$ cat config.mk
export PLATFORM = sky130hd
export DESIGN_NAME = xfer_counter
export DESIGN_NICKNAME = d
export VERILOG_FILES = /design/src/rtl/xc_pkg.sv /design/src/rtl/xc_regfile.sv /design/src/rtl/xc_len.sv /design/src/rtl/xc_tc_strobe.sv /design/src/rtl/xfer_counter.sv
export SDC_FILE = /design/constraint.sdc
export NUM_CORES = 1
export LEC_CHECK = 0
export CORE_MARGIN = 2
export CORE_UTILIZATION = 40
export DETAILED_ROUTE_END_ITERATION = 16
export SYNTH_ARGS = -nofsm -noshare
export SYNTH_HDL_FRONTEND = slang
export SYNTH_SLANG_ARGS = --single-unit
$ cat constraint.sdc
create_clock -name clk -period 3.2 [get_ports clk]
set_clock_uncertainty 0.15 [all_clocks]
set_input_delay 0.8 -clock clk [delete_from_list [all_inputs] [get_ports clk]]
set_output_delay 0.8 -clock clk [all_outputs]
set_load 0.01 [all_outputs]
$ cat src/rtl/xc_pkg.sv
package xc_pkg;
    localparam int BYTE_W    = 8;
    localparam int NUM_BYTES = 3;
    localparam int SEL_W     = 2;
    localparam int CNT_W     = BYTE_W * NUM_BYTES;
    localparam int LEN_W     = 17;
    localparam int REM_W     = 17;
    localparam int HI_IDX    = NUM_BYTES - 1;

    typedef logic [NUM_BYTES-1:0][BYTE_W-1:0] cnt_bytes_t;

    typedef struct packed {
        cnt_bytes_t shadow;
        cnt_bytes_t visible;
        logic       hi_seen;
        logic       dma_on;
    } regs_state_t;

    typedef struct packed {
        logic [LEN_W-1:0] len;
        logic             valid;
    } len_state_t;
endpackage

$ cat src/rtl/xc_regfile.sv
module xc_regfile
    import xc_pkg::*;
#(
    parameter logic [BYTE_W-1:0] ID_CODE = 8'hA2
) (
    input  logic              clk,
    input  logic              rst_n,
    input  logic              wr_en,
    input  logic [SEL_W-1:0]  wr_sel,
    input  logic [BYTE_W-1:0] wr_data,
    input  logic              cmd_wr,
    input  logic              cmd_dma,
    input  logic [SEL_W-1:0]  rd_sel,
    output logic [BYTE_W-1:0] rd_data,
    output logic [CNT_W-1:0]  cnt_value,
    output logic              dma_mode,
    output logic              byte_wr_hit
);
    regs_state_t s_d, s_q;

    always_comb begin
        s_d = s_q;
        if (cmd_wr) begin
            s_d.dma_on = cmd_dma;
            if (cmd_dma) begin
                s_d.visible = s_q.shadow;
            end
        end
        for (int i = 0; i < NUM_BYTES; i++) begin
            if (wr_en && (wr_sel == SEL_W'(i))) begin
                s_d.shadow[i] = wr_data;
            end
        end
        if (wr_en && (wr_sel == SEL_W'(HI_IDX))) begin
            s_d.hi_seen = 1'b1;
        end
    end

    always_ff @(posedge clk or negedge rst_n) begin
        if (!rst_n) begin
            s_q <= '0;
        end else begin
            s_q <= s_d;
        end
    end

    logic [NUM_BYTES-1:0][BYTE_W-1:0] rd_view;
    genvar g;
    generate
        for (g = 0; g < NUM_BYTES; g++) begin : g_view
            if (g == HI_IDX) begin : g_hi
                assign rd_view[g] = s_q.hi_seen ? s_q.visible[g] : ID_CODE;
            end else begin : g_lo
                assign rd_view[g] = s_q.visible[g];
            end
        end
    endgenerate

    always_comb begin
        rd_data = '0;
        for (int i = 0; i < NUM_BYTES; i++) begin
            if (rd_sel == SEL_W'(i)) begin
                rd_data = rd_view[i];
            end
        end
    end

    assign cnt_value   = s_q.visible;
    assign dma_mode    = s_q.dma_on;
    assign byte_wr_hit = wr_en && (wr_sel < SEL_W'(NUM_BYTES));

    // once the high byte is written, the flag holds until reset
    assert_hi_sticky_R4: assert property (@(posedge clk) disable iff (!rst_n)
        s_q.hi_seen |=> s_q.hi_seen);
    // the DMA flag follows the command bit
    assert_dma_follow_R3: assert property (@(posedge clk) disable iff (!rst_n)
        cmd_wr |=> (dma_mode == $past(cmd_dma)));
    // with no command, the readable copy holds
    assert_visible_hold_R2: assert property (@(posedge clk) disable iff (!rst_n)
        !cmd_wr |=> $stable(cnt_value));
endmodule

$ cat src/rtl/xc_len.sv
module xc_len
    import xc_pkg::*;
#(
    parameter int CMDBUF_LEN = 32
) (
    input  logic                    clk,
    input  logic                    rst_n,
    input  logic                    start,
    input  logic                    collect,
    input  logic [CNT_W-1:0]        cnt_value,
    input  logic signed [REM_W-1:0] remain,
    output logic [LEN_W-1:0]        eff_len,
    output logic                    eff_valid
);
    localparam int CMP_W = CNT_W + 1;
    localparam logic [CMP_W-1:0] ZERO_AS = CMP_W'(1) << 16;
    localparam logic [CMP_W-1:0] BUF_LIM = CMP_W'(CMDBUF_LEN);

    len_state_t s_d, s_q;

    logic [REM_W-1:0] rem_mag;
    logic [CMP_W-1:0] cnt_use;
    logic [CMP_W-1:0] lim;
    logic [CMP_W-1:0] pick;

    always_comb begin
        rem_mag = remain[REM_W-1] ? REM_W'(-remain) : REM_W'(remain);
        cnt_use = (cnt_value == '0) ? ZERO_AS : CMP_W'(cnt_value);
        lim     = collect ? BUF_LIM : CMP_W'(rem_mag);
        pick    = (cnt_use < lim) ? cnt_use : lim;
    end

    always_comb begin
        s_d       = s_q;
        s_d.valid = start;
        if (start) begin
            s_d.len = pick[LEN_W-1:0];
        end
    end

    always_ff @(posedge clk or negedge rst_n) begin
        if (!rst_n) begin
            s_q <= '0;
        end else begin
            s_q <= s_d;
        end
    end

    assign eff_len   = s_q.len;
    assign eff_valid = s_q.valid;

    // one valid cycle per start request, in the following cycle
    assert_valid_follows_R6: assert property (@(posedge clk) disable iff (!rst_n)
        start |=> eff_valid);
    assert_valid_cause_R6: assert property (@(posedge clk) disable iff (!rst_n)
        eff_valid |-> $past(start));
    // the length never exceeds the largest phase magnitude
    assert_len_bound_R6: assert property (@(posedge clk) disable iff (!rst_n)
        eff_valid |-> (eff_len <= LEN_W'(65536)));
    // in collect mode the command buffer bounds the length
    assert_collect_bound_R7: assert property (@(posedge clk) disable iff (!rst_n)
        (start && collect) |=> (eff_len <= LEN_W'(CMDBUF_LEN)));
endmodule

$ cat src/rtl/xc_tc_strobe.sv
module xc_tc_strobe (
    input  logic clk,
    input  logic rst_n,
    input  logic byte_wr_hit,
    input  logic start,
    input  logic dma_mode,
    output logic clr_tc
);
    logic pulse_d, pulse_q;

    always_comb begin
        pulse_d = byte_wr_hit || (start && dma_mode);
    end

    always_ff @(posedge clk or negedge rst_n) begin
        if (!rst_n) begin
            pulse_q <= 1'b0;
        end else begin
            pulse_q <= pulse_d;
        end
    end

    assign clr_tc = pulse_q;

    // a counter byte write always requests a status clear
    assert_wr_clears_R5: assert property (@(posedge clk) disable iff (!rst_n)
        byte_wr_hit |=> clr_tc);
    // a start in DMA mode requests a status clear
    assert_start_clears_R8: assert property (@(posedge clk) disable iff (!rst_n)
        (start && dma_mode) |=> clr_tc);
endmodule

$ cat src/rtl/xfer_counter.sv
module xfer_counter
    import xc_pkg::*;
#(
    parameter logic [7:0] ID_CODE    = 8'hA2,
    parameter int         CMDBUF_LEN = 32
) (
    input  logic              clk,
    input  logic              rst_n,
    input  logic              wr_en,
    input  logic [1:0]        wr_sel,
    input  logic [7:0]        wr_data,
    input  logic              cmd_wr,
    input  logic              cmd_dma,
    input  logic [1:0]        rd_sel,
    output logic [7:0]        rd_data,
    input  logic              xfer_start,
    input  logic              cmd_collect,
    input  logic signed [16:0] remain,
    output logic [16:0]       eff_len,
    output logic              eff_valid,
    output logic              dma_mode,
    output logic              clr_tc
);
    logic [CNT_W-1:0] cnt_value;
    logic             byte_wr_hit;

    xc_regfile #(.ID_CODE(ID_CODE)) u_regs (
        .clk(clk), .rst_n(rst_n),
        .wr_en(wr_en), .wr_sel(wr_sel), .wr_data(wr_data),
        .cmd_wr(cmd_wr), .cmd_dma(cmd_dma),
        .rd_sel(rd_sel), .rd_data(rd_data),
        .cnt_value(cnt_value), .dma_mode(dma_mode),
        .byte_wr_hit(byte_wr_hit)
    );

    xc_len #(.CMDBUF_LEN(CMDBUF_LEN)) u_len (
        .clk(clk), .rst_n(rst_n),
        .start(xfer_start), .collect(cmd_collect),
        .cnt_value(cnt_value), .remain(remain),
        .eff_len(eff_len), .eff_valid(eff_valid)
    );

    xc_tc_strobe u_tc (
        .clk(clk), .rst_n(rst_n),
        .byte_wr_hit(byte_wr_hit), .start(xfer_start),
        .dma_mode(dma_mode), .clr_tc(clr_tc)
    );

    // a write with index 3 has no status side effect
    assert_sel3_quiet_R5: assert property (@(posedge clk) disable iff (!rst_n)
        (wr_en && wr_sel == 2'd3 && !xfer_start) |=> !clr_tc);
endmodule

==> results of run 1 <==
==> metal layers <==
| layer | global-route usage | vias up | wire (um) |
|---|---|---|---|
| met3 | 0.0441 | 41 | 537 |
| met2 | 0.403 | 117 | 6010 |
| met4 | 0.114 | 0 | 565 |
| li1 | - | 1690 | - |
| met5 | 0 | - | 0 |
| met1 | 0.279 | 1745 | 5030 |
==> sequential cells by signal, indices dropped and copies added (netlist names) <==
| register | count |
|---|---|
| u_regs.s_q | 25 |
| u_len.eff_len | 17 |
| u_tc.clr_tc | 1 |
| u_regs.cnt_value | 24 |
| u_len.eff_valid | 1 |
| u_regs.dma_mode | 1 |
==> synthesized netlist by cell type, drive strengths merged (3+ instances only) <==
master   n  area, um^2
nand3b   5        37.5
mux2    48         541
a21oi   12        60.1
or3      4        25.0
buf      3        33.8
nor3     3        15.0
or2      4        25.0
nand3    5        25.0
nor2    17        71.3
or4      5        42.5
nor4     6        43.8
a21o     6        48.8
nand2   27         101
clkbuf  30         153
o31ai    6        50.1
o21ai   21         105
a41oi    3        26.3
o211ai   9        67.6
nor2b   10        62.6
nand4    8        50.1
xnor2   10        87.6
o41ai    4        42.6
nand2b   3        18.8
a31oi   15        93.8
inv      5        18.8
ha      17         213
dfrtp   69        1730
==> worst reg2reg max path: cells and delay by family, from the launching register on <==
| family | cells | cell delay, ns |
|---|---|---|
| AO/OA/AOI/OAI | 3 | 0.65 |
| flip-flops | 1 | 0.39 |
| AND/OR/NAND/NOR | 5 | 1.79 |
| adder cells (fa/ha/maj) | 1 | 0.22 |
| buffers and inverters | 1 | 0.14 |
==> power groups by stage <==
| stage | Combinational [mW] | Sequential (mW) | Clock [mW] |
|---|---|---|---|
| after floorplan | 0.507 | 1.17 | 0 |
| after global placement | 1.02 | 1.18 | 0 |
| after detailed placement | 1.04 | 1.18 | 0 |
| after CTS | 1.14 | 1.16 | 0.842 |
| after global routing | 1.26 | 1.19 | 0.874 |
| final | 1.16 | 1.16 | 0.823 |
==> layout by cell type (no fill, tap or decap), types with 5 or more instances in the layout <==
cell / count
a21oi_1: 8
a31oi_1: 13
buf_2: 6
buf_4: 97
buf_6: 8
clkbuf_8: 9
clkdlybuf4s50_1: 41
dfrtp_1: 69
dlygate4sd2_1: 9
ha_1: 13
mux2_2: 48
nand2_1: 27
nand3b_1: 5
nand4_1: 8
nor2_1: 15
nor2b_1: 10
o211ai_1: 9
o21ai_0: 12
o21ai_1: 9
xnor2_1: 9
==> metrics by stage <==
stage | hold slack, ns | util
final | 0.354 | 0.609
after global routing | 0.368 | 0.609
after CTS | 0.360 | 0.601
after detailed placement | 0.335 | 0.543
after global placement | 0.335 | 0.543
after floorplan | 0.325 | -
==> cell families after synthesis <==
| logic type | Yosys count | share of synthesized area |
|---|---|---|
| and+or+nand+nor | 100 | 0.138 |
| AOI/OAI and AO/OA | 90 | 0.157 |
| DFF | 69 | 0.434 |
| muxes | 49 | 0.138 |
| buffers and inverters | 39 | 0.0525 |
| adders and majority gates | 17 | 0.0535 |
| xor gates and xnor gates | 12 | 0.0264 |
==> layout make-up <==
type	instances	area (um^2)	area share
multi-input combinational	270	2360	0.399
sequential	69	1730	0.292
inverter	6	25.0	0.00423
timing repair buffer	167	1410	0.239
tap	133	166	0.0281
clock buffer	9	124	0.0209
clock inverter	7	105	0.0178
==> how the worst min path moves through the flow <==
| stage | depth (start not counted) | startpoint | to | slack [ns] |
|---|---|---|---|---|
| after CTS | 1 | u_regs.s_q[38] | u_regs.cnt_value[12] | 0.36 |
| after global routing | 1 | u_regs.s_q[38] | u_regs.s_q[38] | 0.37 |
| after global placement | 1 | u_regs.s_q[35] | u_regs.s_q[35] | 0.33 |
| after detailed placement | 1 | u_regs.s_q[38] | u_regs.cnt_value[12] | 0.34 |
| final | 1 | u_regs.s_q[49] | u_regs.cnt_value[23] | 0.35 |
| after floorplan | 1 | u_regs.s_q[41] | u_regs.cnt_value[15] | 0.32 |
==> repair_timing <==
item / in CTS / in global routing
buffers inserted: 22 / 1
pin swaps: 31 / 20
gates resized for setup: 90 / 12
cloned: 2 / 0
endpoints found under the setup margin: 25 / 17
hold endpoints to repair: 0 / 0
==> flow_summary_export.csv, run 1 <==
group,metric,value,unit
cts,insertion_delay,0.35,ns
placement,hpwl,8.25,mm
finish,num-nets-final,576,
timing,setup_viol,17,
finish,diodes,0,
die,die_w,104,um
placement,pre_cts_slack,-1.38,ns
critical_path,critPathBufInv,4,
timing,slew_violations,0,
cts,numCtsBuffers,9,
synthesis,synth-main-ff-cell,"dfrtp_1",
synthesis,netlist_instances,376,
timing,finalCritPeriodShare,1.18,
cts,clk_pin_slew,0.09,ns
detailed_routing,avgViaCountPerCell,5.44,
die,io_pins,64,
power_and_ir_drop,p_seq_frac,0.370,
power_and_ir_drop,p_total,3.15,mW
hold_path,hp-class,"reg -> reg",
critical_path,worst-path-stages,14,
cts,clock_sinks,69,
placement,gp_congestion,0.895,
placement,place.port_buffers,63,
detailed_routing,drc,0,
detailed_routing,routed-via-count,3593,
finish,finalNonFillerCells,661,
critical_path,cp_slowest_cell,"or4_4",
critical_path,endpoint_kind,"flip-flop",
die,dieArea,10800,um^2
detailed_routing,wirelength,12.1,mm
critical_path,rr_endpoint,"u_len.eff_len[16]",
critical_path,setup.worst_path.start_class,"input pin",
synthesis,synth.distinct_cells,56,
critical_path,crit_path_end,"u_len.eff_len[16]",
synthesis,ys_ff_latch,69,
detailed_routing,wl_per_cell,18.4,um
detailed_routing,firstDrtPassIters,5,
global_route,grt_pass1_vias,3915,
critical_path,critical-path-top-delay-family,"simple AND/OR/NAND/NOR gates",
job,maxCapViolCount,0,
run_status,outcome,"finished, violations left",
detailed_routing,ant_nets,0,
timing,setup_slack,-0.564,ns
global_route,grt_pass1_wl,19.7,mm
die,core,9730,um^2
critical_path,path_max_fanout,7,
finish,layout-drive-gt1-share,0.439,
power_and_ir_drop,leakagePower,2.55,nW
power_and_ir_drop,power.density,532,nW/um^2
die,rows,36,
detailed_routing,drtIter0Drc,122,
die,die_h,104,um
power_and_ir_drop,max-vdd-ir-drop,500,uV
timing,max_freq,266,MHz
power_and_ir_drop,p_sw,1.03,mW
placement,placed_area,5290,um^2
timing,fin_crit,3.76,ns
power_and_ir_drop,p_sw_frac,0.327,
critical_path,slowest_delay,0.56,ns
finish,fillers,852,
critical_path,crit_type,"in -> reg",
synthesis,ys_warn_count,0,
cts,cts_root_buf,"clkbuf_8",
synthesis,async_flop_share,1.00,
power_and_ir_drop,p_int,2.12,mW
synthesis,synth_edf_count,0,
finish,area_delta_synth_final,48.9,%
cts,tritoncts,"built",
synthesis,syn_avg_cell_area,10.6,um^2
synthesis,postSynthNetCount,429,
die,start_util,0.409,
timing,slew_headroom,0.408,
critical_path,crit_start,"remain[9]",
cts,h-tree-depth,3,
critical_path,worstPathRequired,3.29,ns
timing,rsz0062_at_grt,"true",
power_and_ir_drop,clkPwrFrac,0.261,
timing,tightest_slew,0.888,ns
global_route,grt_antenna_before_repair,0,
critical_path,rrSetupSlack,-0.24,ns
critical_path,r2r-start,"u_regs.cnt_value[21]",
finish,fin_area,5920,um^2
global_route,grt_overflow,0,
critical_path,crit_arrival,3.85,ns
run_status,violations,"setup timing",
global_route,grt_usage,0.233,
critical_path,crit_chain,"buf_6 > or4_4 > buf_12 > o41ai_4 > xor2_1 > or2_4 > ha_4 > nand4_1 > buf_4 > or3_4 > buf_6 > o2bb2ai_4 > nor2_4 > o221a_2",
critical_path,cpMostUsedCell,"buf_6",
timing,hold_violations,0,
synthesis,syn-cell-area,3980,um^2
synthesis,seq_area_frac_synth,0.434,
global_route,grt_start_max_net_pins,70,
power_and_ir_drop,power_frac_comb,0.369,
cts,clockBufferDepth,2,
critical_path,r2r_cells,10,
placement,dpl.cell_count,620,
cts,cts_hold_buf,0,
timing,fin_setup_tns,-8.54,ns
No activity file was read; power rests on OpenSTA's default activity.
==> inputs of run 2 (changes only) <==
--- a/config.mk
+++ b/config.mk
@@ -5,6 +5,7 @@
 export SDC_FILE = /design/constraint.sdc
 export NUM_CORES = 1
 export LEC_CHECK = 0
+export ABC_CLOCK_PERIOD_IN_PS = 3200
 export CORE_MARGIN = 2
 export CORE_UTILIZATION = 40
 export DETAILED_ROUTE_END_ITERATION = 16
==> results of run 2 <==
The final DEF is identical to that of run 1; final timing and power are the same.
==> inputs of run 3 (changes only) <==
--- a/config.mk
+++ b/config.mk
@@ -5,7 +5,6 @@
 export SDC_FILE = /design/constraint.sdc
 export NUM_CORES = 1
 export LEC_CHECK = 0
-export ABC_CLOCK_PERIOD_IN_PS = 3200
 export CORE_MARGIN = 2
 export CORE_UTILIZATION = 40
 export DETAILED_ROUTE_END_ITERATION = 16
==> results of run 3 <==
The final DEF is identical to that of run 1; final timing and power are the same.
